**config.mk**
```make
export PLATFORM = sky130hd
export DESIGN_NAME = uart_flow_ctrl
export DESIGN_NICKNAME = d
export VERILOG_FILES = /design/src/rtl/flow_pkg.sv /design/src/rtl/flow_sync.sv /design/src/rtl/flow_thresh.sv /design/src/rtl/flow_rts_ctrl.sv /design/src/rtl/flow_cts_gate.sv /design/src/rtl/uart_flow_ctrl.sv
export SDC_FILE = /design/constraint.sdc
export NUM_CORES = 1
export LEC_CHECK = 0
export BUFFER_PORTS_ARGS = -buffer_cell sky130_fd_sc_hd__buf_2
export CORE_ASPECT_RATIO = 1.1
export CORE_MARGIN = 1.5
export CORE_UTILIZATION = 46
export CTS_CLUSTER_DIAMETER = 30
export DETAILED_ROUTE_END_ITERATION = 6
export PLACE_DENSITY_LB_ADDON = 0.2
export SLEW_MARGIN = 20
export SYNTH_ARGS = -nofsm -noshare
export SYNTH_HDL_FRONTEND = slang
export SYNTH_SLANG_ARGS = --single-unit
```
**constraint.sdc**
```tcl
create_clock -name clk -period 1.4 [get_ports clk]
set_clock_uncertainty 0.05 [all_clocks]
set_input_delay 0.07 -clock clk [delete_from_list [all_inputs] [get_ports clk]]
set_output_delay 0.07 -clock clk [all_outputs]
set_load 0.03 [all_outputs]
```
**src/rtl/flow_pkg.sv**
```systemverilog
package flow_pkg;

    // Receive-side state: hysteresis latch and the registered pin
    typedef struct packed {
        logic on;
        logic pin_n;
    } rts_state_t;

    // Transmit-side state: last synchronised level, grant and change flag
    typedef struct packed {
        logic prev_n;
        logic allowed;
        logic delta;
    } cts_state_t;

endpackage

```
**src/rtl/flow_sync.sv**
```systemverilog
module flow_sync #(
    parameter int STAGES    = 2,
    parameter bit RESET_VAL = 1'b1
) (
    input  logic clk,
    input  logic rst_n,
    input  logic din,
    output logic dout
);
    logic [STAGES-1:0] chain_d, chain_q;

    generate
        if (STAGES == 1) begin : g_single
            always_comb chain_d = din;
        end else begin : g_multi
            always_comb chain_d = {chain_q[STAGES-2:0], din};
        end
    endgenerate

    always_ff @(posedge clk or negedge rst_n) begin
        if (!rst_n) chain_q <= {STAGES{RESET_VAL}};
        else        chain_q <= chain_d;
    end

    assign dout = chain_q[STAGES-1];
endmodule

```
**src/rtl/flow_thresh.sv**
```systemverilog
module flow_thresh #(
    parameter int CNT_W     = 7,
    parameter int THR_W     = 4,
    parameter int THR_SHIFT = 2
) (
    input  logic [THR_W-1:0] halt_thr,
    input  logic [THR_W-1:0] resume_thr,
    input  logic [CNT_W-1:0] fcr_trig,
    output logic [CNT_W-1:0] eff_halt,
    output logic [CNT_W-1:0] eff_resume
);
    localparam logic [CNT_W-1:0] ONE = CNT_W'(1);

    logic             use_fallback;
    logic [CNT_W-1:0] halt_scaled, resume_scaled, trig_less;

    always_comb begin
        use_fallback  = (halt_thr == '0) && (resume_thr == '0);
        halt_scaled   = CNT_W'(halt_thr) << THR_SHIFT;
        resume_scaled = CNT_W'(resume_thr) << THR_SHIFT;
        trig_less     = (fcr_trig == '0) ? '0 : (fcr_trig - ONE);
        eff_halt      = use_fallback ? fcr_trig  : halt_scaled;
        eff_resume    = use_fallback ? trig_less : resume_scaled;
    end
endmodule

```
**src/rtl/flow_rts_ctrl.sv**
```systemverilog
module flow_rts_ctrl
    import flow_pkg::*;
#(
    parameter int CNT_W = 7
) (
    input  logic             clk,
    input  logic             rst_n,
    input  logic             auto_en,
    input  logic             manual,
    input  logic [CNT_W-1:0] count,
    input  logic [CNT_W-1:0] eff_halt,
    input  logic [CNT_W-1:0] eff_resume,
    output logic             rts_n
);
    rts_state_t st_d, st_q;

    always_comb begin
        st_d = st_q;
        // Hysteresis latch keeps tracking even while auto mode is off
        if (st_q.on && (count >= eff_halt))
            st_d.on = 1'b0;
        else if (!st_q.on && (count <= eff_resume))
            st_d.on = 1'b1;
        st_d.pin_n = auto_en ? ~st_d.on : ~manual;
    end

    always_ff @(posedge clk or negedge rst_n) begin
        if (!rst_n) st_q <= '{on: 1'b0, pin_n: 1'b1};
        else        st_q <= st_d;
    end

    assign rts_n = st_q.pin_n;
endmodule

```
**src/rtl/flow_cts_gate.sv**
```systemverilog
module flow_cts_gate
    import flow_pkg::*;
(
    input  logic clk,
    input  logic rst_n,
    input  logic auto_en,
    input  logic tx_active,
    input  logic cts_sync_n,
    input  logic delta_clr,
    output logic tx_allowed,
    output logic cts_state,
    output logic cts_delta
);
    cts_state_t st_d, st_q;

    always_comb begin
        st_d         = st_q;
        st_d.prev_n  = cts_sync_n;
        st_d.allowed = !auto_en || tx_active || !cts_sync_n;
        if (cts_sync_n != st_q.prev_n) st_d.delta = 1'b1;
        else if (delta_clr)            st_d.delta = 1'b0;
    end

    always_ff @(posedge clk or negedge rst_n) begin
        if (!rst_n) st_q <= '{prev_n: 1'b1, allowed: 1'b0, delta: 1'b0};
        else        st_q <= st_d;
    end

    assign tx_allowed = st_q.allowed;
    assign cts_state  = ~st_q.prev_n;
    assign cts_delta  = st_q.delta;
endmodule

```
**src/rtl/uart_flow_ctrl.sv**
```systemverilog
module uart_flow_ctrl #(
    parameter int CNT_W       = 7,
    parameter int THR_W       = 4,
    parameter int THR_SHIFT   = 2,
    parameter int SYNC_STAGES = 2
) (
    input  logic             clk,
    input  logic             rst_n,
    input  logic             cts_auto_en,
    input  logic             rts_auto_en,
    input  logic [THR_W-1:0] halt_thr,
    input  logic [THR_W-1:0] resume_thr,
    input  logic [CNT_W-1:0] fcr_trig,
    input  logic [CNT_W-1:0] rx_count,
    input  logic             cts_n_pin,
    input  logic             rts_manual,
    input  logic             tx_active,
    input  logic             cts_delta_clr,
    output logic             rts_n,
    output logic             tx_allowed,
    output logic             cts_state,
    output logic             cts_delta
);
    logic [CNT_W-1:0] eff_halt, eff_resume;
    logic             cts_sync_n;

    flow_sync #(.STAGES(SYNC_STAGES), .RESET_VAL(1'b1)) u_sync (
        .clk  (clk),
        .rst_n(rst_n),
        .din  (cts_n_pin),
        .dout (cts_sync_n)
    );

    flow_thresh #(.CNT_W(CNT_W), .THR_W(THR_W), .THR_SHIFT(THR_SHIFT)) u_thresh (
        .halt_thr  (halt_thr),
        .resume_thr(resume_thr),
        .fcr_trig  (fcr_trig),
        .eff_halt  (eff_halt),
        .eff_resume(eff_resume)
    );

    flow_rts_ctrl #(.CNT_W(CNT_W)) u_rts (
        .clk       (clk),
        .rst_n     (rst_n),
        .auto_en   (rts_auto_en),
        .manual    (rts_manual),
        .count     (rx_count),
        .eff_halt  (eff_halt),
        .eff_resume(eff_resume),
        .rts_n     (rts_n)
    );

    flow_cts_gate u_cts (
        .clk       (clk),
        .rst_n     (rst_n),
        .auto_en   (cts_auto_en),
        .tx_active (tx_active),
        .cts_sync_n(cts_sync_n),
        .delta_clr (cts_delta_clr),
        .tx_allowed(tx_allowed),
        .cts_state (cts_state),
        .cts_delta (cts_delta)
    );
endmodule

```
-- Yosys cells after proc, flatten, opt, wreduce, memory -nomap -nowiden
Index checks and enable logic that the tools add are counted.
- register bits: 7
- output and inout bits: 4
- reduce and logical (&&, ||, !) cells: 12
- add/subtract/negate cells: 1
- magnitude comparators: 2
- equality and inequality tests: 1
- bitwise operators: 3
- multiplexer cells: 8
- operator list (operator ; count):
    2-to-1 mux 7 bit ; 3
    zero test 4 bit ; 2
    greater-or-equal comparator 7 bit ; 1
    less-or-equal comparator 7 bit ; 1
    zero test 7 bit ; 1
    subtractor 7 x 1 -> 7 bit (second input constant) ; 1
    2-to-1 mux 1 bit ; 5
    logical AND 1 bit ; 3
    zero test 1 bit ; 3
    inverter 1 bit ; 3
    logical OR 1 bit ; 2
    nonzero test 2 bit ; 1
    inequality test 1 bit ; 1

-- Depth between registers and ports, before layout
Gate-level depths: netlist of run 1.
- depth in word-level cells: 9
- mapped depth: 10
- mapped depth without buffers: 10

-- By module
Synthesis of run 1 repeated with hierarchy kept, for this count alone.
- cell total of the unflattened synthesis: 99
- area total of the unflattened synthesis: 843.3 µm²
- modules (own cells, without submodules) (module ; instances ; area an instance (µm²) ; cells each):
    flow_rts_ctrl ; 1 ; 426.7 ; 53
    flow_thresh ; 1 ; 259.0 ; 36
    flow_cts_gate ; 1 ; 105.1 ; 8
    flow_sync ; 1 ; 52.6 ; 2

-- Worst setup path before layout of run 1
Ideal clock, no wire load.
- path type: in2reg
- start: in resume_thr[1]
- end: reg u_rts.st_q[1] in the netlist's numbering
- cell stages on the path: 9
- data required time: 1.286 ns
- buffers on the path: 0
- arrival: 2.191 ns
- library setup time: 0.064 ns
- slack: -0.905 ns
- path through: or4_4 -> nor3_4 -> and2_4 -> a21oi_1 -> ha_1 -> nand4_1 -> or4b_1 -> o41ai_1 -> or2_2
- RTL lines (element ; line ; RTL):
    from (decl) ; uart_flow_ctrl.sv:12 ; input logic [THR_W-1:0] resume_thr,
    to (signal assigned) ; flow_rts_ctrl.sv:28 ; if (!rst_n) st_q <= '{on: 1'b0, pin_n: 1'b1};
    to (signal assigned) ; flow_rts_ctrl.sv:29 ; else st_q <= st_d;
    to (decl) ; flow_rts_ctrl.sv:15 ; rts_state_t st_d, st_q;

==> metrics.md, run 1 <==
| Metric | Value |
|---|---|
| Status | finished, violations left |
| Failing checks | negative setup slack |
| DR iter-0 viols | 10 |
| Antenna violations before repair | 0 |
| Clock tree buffer depth | 2 |
| Nets | 201 |
| Layout cells sized above 1 | 50.6% |
| Area share of the largest cell type after synthesis | 26.4% |
| Fin. Hold Viols | 0 |
| Leakage dissipation | 0.000638 uW |
| Synth area leaders | ha_1 26%, dfstp_2 14%, dfrtp_1 9.9% |
| CP Launch Point | resume_thr[1] |
| CP bufs+invs | 1 |
| Tightest Hold Check Type | in -> reg |
| Clk Latency, worst-skew pair | 0.26 ns |
| Ant. Diodes | 0 |
| Die ar. | 1900 sq um |
| Final ANT Viol Nets | 0 |
| Fraction of the mapped netlist area in compound gates | 16.5% |
| Avg WL per Cell | 13.7 um |
| Vias | 899 |
| Part of the cycle the worst path needs | 155% |
| Fin crit period | 2.17 ns |
| Capturing point of the worst reg2reg path | u_rts.st_q[1] |
| Area grow syn2layout | 69.2% |
| Arrival @ worst endpoint | 2.32 ns |
| IO Count | 34 |
| CP Capture Point | u_rts.st_q[1] |
| Yosys reg bits | 7 |
| Via density | 5.26 |
| Gr usage total | 26.1% |
| Height of the chip | 45.6 um |
| Levels on crit path | 10 |
| Setup TNS | -1.52 ns |
| Vias in the first global route | 942 |
| Syn_area_per_cell | 8.83 sq um |
| Final WS setup | -0.770 ns |
| Top Family by Delay on Critical Path | simple AND/OR/NAND/NOR gates |
| Post-synthesis sequential area ratio | 23.7% |
| Gpl congestion | 0.835 |
| Drt first pass iters | 4 |
| Critical path class | in -> reg |
| Post-synthesis adder-cell area fraction | 26.4% |
| Slew headroom | 72.6% |
| Worst reg-to-reg setup slack | 0.12 ns |
| Num CTS Buffers | 3 |
| CTS sink cnt | 7 |
| DRC viols | 0 |
| FF-to-FF path depth | 3 |
| Critical Path Fanout Max | 6 |
| Die X | 41.7 um |
| Setup crit end kind | flop |
| Worst Setup Start Kind | input pin |
| Synth unique cells | 28 |
| Post-Synth XOR/XNOR Area | 5.77% |
| Max Freq | 0.461 GHz |
| Largest family of logic cells by synthesized area | adder cells |
| Placeable Area | 1560 sq um |
| Pwr Density | 560 nW/um^2 |
| Worst Max-Slew Pin Slew | 0.407 ns |
| Max_cap viols | 0 |
| Reg clk slew, reported paths | 0.05 ns |
| Critical Path RT | 1.55 ns |
| Post-synthesis mux area share | 0% |
| Final setup viols | 2 |
| Crit-path cells | buf_6 > or4_4 > nor3_4 > and2_4 > nand2_2 > ha_4 > nand4_1 > or4b_1 > o41ai_2 > or2_4 |
| RSZ-0062 raised after global routing | true |
| Max VDD drop | 0.000346 V |
| Site row count | 15 |
| Global-route wire length before repair | 3.66 mm |
| Simple-gate portion of the synthesized area | 24.7% |
| H-tree depth | 1 |
| Clock root buffer | clkbuf_4 |
| IO Port Bufs | 33 |
| Critical R2R Launch | u_rts.st_q[1] |
| Initial Util | 48.8% |
| Detailed-route wire length | 2.34 mm |
| Synth Instances | 86 |
| Place WS | -1.02 ns |
| Cell taking the most area after synthesis | ha_1 |
| Post-DP HPWL | 1.79 mm |
| CTS tree | done |
| Synthesis Warnings | 0 |
| Grt ovf | 0 |
| Largest net degree at the start of global routing | 8 |
| Syn Nets | 132 |
| CP max-delay cell | or4_4 |
| Hold Slack | 0.0819 ns |
| Max-slew violations | 0 |
| Syn Std Cell Area | 759 sq um |
| Crit-path max cell delay | 0.55 ns |
Yosys cell counts:
cell type / n
or4_4: 1
nor3_4: 1
o21ai_0: 5
xnor2_1: 3
or2_2: 2
and2_4: 1
inv_1: 6
ha_1: 16
and3_1: 1
nand4_1: 1
nand2_1: 6
o31ai_1: 1
xor2_1: 2
nor2b_1: 2
nor2_1: 4
dfstp_2: 4
dfrtp_1: 3
o41ai_1: 1
nor3_1: 1
or4b_1: 1
a211oi_1: 1
o2111a_1: 1
nor3b_1: 1
or3_1: 2
nand3b_1: 3
nand2b_1: 1
a21oi_1: 13
nor4_1: 2
how the worst min path moves through the flow:
stage / from / endpoint / slack, ns / cells past startpoint
floorplan: rst_n / u_cts.cts_delta / -0.28 / 0
global placement: rst_n / u_cts.tx_allowed / -0.15 / 1
detailed placement: rst_n / u_cts.cts_delta / -0.15 / 1
CTS: cts_delta_clr / u_cts.cts_delta / 0.09 / 4
global route: cts_delta_clr / u_cts.cts_delta / 0.12 / 4
finish: cts_delta_clr / u_cts.cts_delta / 0.08 / 4
placed cells by master (no fill, tap or decap), types with 2 or more instances in the layout:
cell           count
nor2b_1            2
a21oi_1            9
xnor2_1            3
ha_1              14
ha_4               2
xor2_1             2
or3_1              2
nor2_1             4
buf_6              2
nor4_1             2
clkbuf_4           3
inv_1              6
nand3b_1           3
nand2_1            5
dlygate4sd3_1      6
buf_2             31
a21oi_2            4
o21ai_0            5
dfstp_2            4
dfrtp_1            3
buf_4             25
sequential cells by signal, summed over array words and instances (netlist names):
| name | cells |
|---|---|
| u_cts.st_q | 1 |
| u_sync.chain_q | 2 |
| u_rts.st_q | 1 |
| u_cts.tx_allowed | 1 |
| u_rts.rts_n | 1 |
| u_cts.cts_delta | 1 |
worst min-delay path, stage by stage:
cell	delay, ns
buf_2	0.08
nor2b_1	0.03
a21oi_1	0.09
o21ai_0	0.08
per-layer routing:
metal / part of all wire, % / track usage (%) / up-vias
met2: 59 / 56.3 / 30
met4: 2.6 / 14.2 / 0
met1: 35 / 22.9 / 407
li1: - / - / 455
met5: 0 / 0 / -
met3: 2.8 / 3.97 / 7
final cells by class:
| type | instances | area [sq um] |
|---|---|---|
| fillers | 101 | 273 |
| clock buffers | 4 | 26.3 |
| well taps | 17 | 21.3 |
| repair buffers | 64 | 425 |
| flip-flops and latches | 7 | 180 |
| multi-input cells | 73 | 609 |
| inverters | 6 | 22.5 |
stage by stage:
step	util (%)	cells	total power, uW	instance area [sq um]
6_report	82.5	171	720	1280
5_1_grt	82.5	171	769	1280
4_1_cts	80.1	171	710	1250
3_3_place_gp	72.3	159	485	1130
3_5_place_dp	72.3	159	495	1130
2_1_floorplan	-	86	357	767
timing repair:
item	CTS	global route
setup buffers	2	0
gates resized for setup	5	5
hold buffers	6	1
pin swaps	4	3
endpoints found under the hold margin	10	1
endpoints found under the setup margin	2	3
power breakdown:
group | switching [uW] | internal [uW] | total [uW]
Clock | 80.8 | 109 | 190
Sequential | 9.88 | 227 | 237
Combinational | 135 | 159 | 293
Total | 225 | 495 | 720
cells by family (layout without fill, tap and decap cells):
logic type                 after synthesis  count (layout)
DFF                                      7               7
adders and majority gates               16              16
and+or+nand+nor                         30              30
xor gates and xnor gates                 5               5
AOI/OAI and AO/OA                       22              22
buffers and inverters                    6              74
No activity file was read; power rests on OpenSTA's default activity.
==> run 2, diff against run 1 <==
- ABC_AREA: default -> 1
- CORE_MARGIN: 1.5 -> default
- CORE_UTILIZATION: 46 -> 47
==> run 2 against run 1 <==
- the flow still finishes with violations (negative setup slack)
- cell area increased by 17%
- first-iteration DRC count increased to 3.7 times the previous value
- die area increased by 3.2%
- critical endpoint is now u_rts.rts_n
==> metrics.md, run 2 <==
| Metric | Value |
|---|---|
| Syn_area_per_cell | 7.52 sq um |
| Arrival @ worst endpoint | 1.92 ns |
| Reg clk slew, reported paths | 0.06 ns |
| Area grow syn2layout | 77.9% |
| IO Port Bufs | 33 |
| Synth area leaders | ha_1 24%, dfstp_2 12%, nand2_1 12% |
| Placeable Area | 1610 sq um |
| Syn Nets | 158 |
| Grt met1 use | 32.6% |
| CP Capture Point | u_rts.rts_n |
| Largest net degree at the start of global routing | 8 |
| Critical R2R Launch | u_sync.chain_q[1] |
| Global-route wire length before repair | 4.54 mm |
| Final WS setup | -0.387 ns |
| CTS sink cnt | 7 |
| Post-synth top cells | 27 x nand2_1, 16 x ha_1, 12 x inv_1, 12 x nor2_1, 6 x a21oi_1 |
| Synth Instances | 112 |
| Min-Delay Path Depth | 3 |
| Syn Std Cell Area | 842 sq um |
| Crit-path max cell delay | 0.28 ns |
| Fin crit period | 1.79 ns |
| GR met2 Demand/Resource | 59.1% |
| Fin. Hold Viols | 0 |
| H-tree depth | 1 |
| Clock root buffer | clkbuf_4 |
| Post-synthesis sequential area ratio | 21.4% |
| IO Count | 34 |
| FF-to-FF path depth | 2 |
| Critical path class | in -> reg |
| Commonest non-fill, non-tap cell in the layout | buf_2 |
| Critical Path RT | 1.54 ns |
| Slew headroom | 80.9% |
| Site row count | 15 |
| Fillers | 63 |
| DR iter-0 viols | 37 |
| Leakage dissipation | 0.000730 uW |
| Max VDD drop | 0.000515 V |
| Vias in the first global route | 1,053 |
| Pwr Density | 544 nW/um^2 |
| CP max-delay cell | ha_1 |
| Post-DP HPWL | 1.91 mm |
| Gpl congestion | 0.796 |
| CTS tree | done |
| Critical Path Fanout Max | 5 |
| RSZ-0062 raised after global routing | true |
| GR met3 Demand/Resource | 7.84% |
| Synthesis Warnings | 0 |
| Worst reg-to-reg setup slack | 0 ns |
| Failing checks | negative setup slack |
| GRT Max-Usage Layer | met2 |
| Setup crit end kind | flop |
| Placed cell area | 1200 sq um |
| Storage cell area | 180 sq um |
| Worst Setup Start Kind | input pin |
| Initial Util | 52.2% |
| Vias | 1,105 |
| Final Cell Area | 1500 sq um |
| Top-count cell post-synth | nand2_1 |
| Via density | 5.64 |
| Area share of the largest cell type after synthesis | 23.8% |
| Yosys reg bits | 7 |
| CP Launch Point | fcr_trig[5] |
| Clock tree buffer depth | 2 |
| Clk Latency, worst-skew pair | 0.25 ns |
| Hold Slack | 0.119 ns |
| Detailed-route wire length | 3.77 mm |
| Crit-path cells | buf_6 > or2_4 > nor2_4 > nand3_2 > nand2_4 > inv_6 > a21oi_2 > ha_1 > nand2_4 > inv_2 > a21oi_2 > nand2_1 > nand2_1 > nand2_1 > nand3_1 > nand2_1 |
| Num CTS Buffers | 3 |
| Max_cap viols | 0 |
| Ant. Diodes | 0 |
| Capturing point of the worst reg2reg path | u_cts.tx_allowed |
| Cell taking the most area after synthesis | ha_1 |
| Post-synth top flop | dfstp_2 |
| Part of the cycle the worst path needs | 128% |
| Drt first pass iters | 4 |
| Avg WL per Cell | 19.2 um |
| Async S/R FF share, synth | 100% |
| Max-slew violations | 0 |
| Final core utilization | 92.8% |
| Most frequent CP cell | nand2_1 |
| Largest Register | u_sync.chain_q |
| Layout cells sized above 1 | 55.9% |
| Highest-count cells in the layout ignoring fill and taps | 27 x buf_2, 25 x buf_4, 22 x nand2_1, 11 x ha_1, 9 x inv_1 |
| Max Freq | 0.560 GHz |
| Max reg flops | 2 |
| Height of the chip | 46.4 um |
| Synth unique cells | 24 |
| Final setup viols | 2 |
| Worst Max-Slew Pin Slew | 0.285 ns |
| Area taken by multi-input logic gates | 771 sq um |
| Status | finished, violations left |
| Antenna violations before repair | 0 |
| EDFF count, synth | 0 |
| Tightest Hold Check Type | in -> reg |
| Die X | 42.4 um |
| Final ANT Viol Nets | 0 |
| Nets | 226 |
| Die ar. | 1970 sq um |
| Gr usage total | 31.6% |
| DRC viols | 0 |
| Grt ovf | 0 |
[run 2: cell types whose count changed after synthesis, sizes merged, moves of 3 or more]
cell and delta:
o21ai -3, nor2 +10, a21oi -3, nand3 +6
nand2 +22, inv +7
[run 2: logic make-up (layout without fill, tap and decap cells)]
logic type      after synthesis  count (layout)  share of synthesized area (%)
flops                         7               7                           21.4
xor+xnor                      4               4                           4.16
buf+inv                      13              80                           6.09
mux                           1               1                           1.19
fa+ha+maj                    16              16                           23.8
compound gates               14              14                           10.7
simple gates                 57              57                           32.7
[run 2: per-stage QoR]
stage | worst slack [ns] | power [uW] | std cells | setup TNS [ns]
final | -0.387 | 815 | 196 | -0.712
after global routing | -0.414 | 850 | 196 | -0.736
after CTS | -0.184 | 742 | 195 | -0.310
after detailed placement | -0.509 | 514 | 183 | -1.01
after global placement | -0.446 | 500 | 183 | -0.880
after floorplan | -0.178 | 377 | 112 | -0.327
[run 2: layout make-up]
type	count	area share, %
Clock buffer	4	1.75
Sequential cell	7	12.0
Inverter	13	3.76
Tap cell	17	1.42
Timing Repair Buffer	63	29.6
Multi-Input combinational cell	92	51.5
[run 2: power breakdown]
part / leakage [uW] / total [uW] / internal [uW] / switching, uW
Combinational: 0.000640 / 394 / 181 / 213
Sequential: 0.0000750 / 235 / 227 / 7.91
Clock: 0.0000150 / 187 / 109 / 77.9
[run 2: routing by layer]
metal	vias up	part of all wire, %
li1	501	-
met3	28	8.3
met1	505	34
met5	-	0
met4	0	5.9
met2	71	51
[run 2: worst min-delay path by stage]
stage / start / to / slack, ns
floorplan: rst_n / u_cts.cts_delta / -0.28
global route: cts_delta_clr / u_cts.cts_delta / 0.13
global placement: rst_n / u_cts.cts_delta / -0.15
CTS: cts_delta_clr / u_cts.cts_delta / 0.11
detailed placement: rst_n / u_cts.cts_delta / -0.14
finish: cts_delta_clr / u_cts.cts_delta / 0.12
[run 2: critical path, delay by kind of cell]
kind | cells | cell delay, ns
AOI/OAI and AO/OA | 2 | 0.26
buffers and inverters | 3 | 0.20
adders and majority gates | 1 | 0.28
and+or+nand+nor | 10 | 1.10
[run 2: repair_timing]
action	in CTS	in global routing
buffers inserted	2	1
hold buffers	6	0
endpoints found under the setup margin	2	3
endpoints found under the hold margin	10	0
resized for setup	18	20
pin swaps	7	8
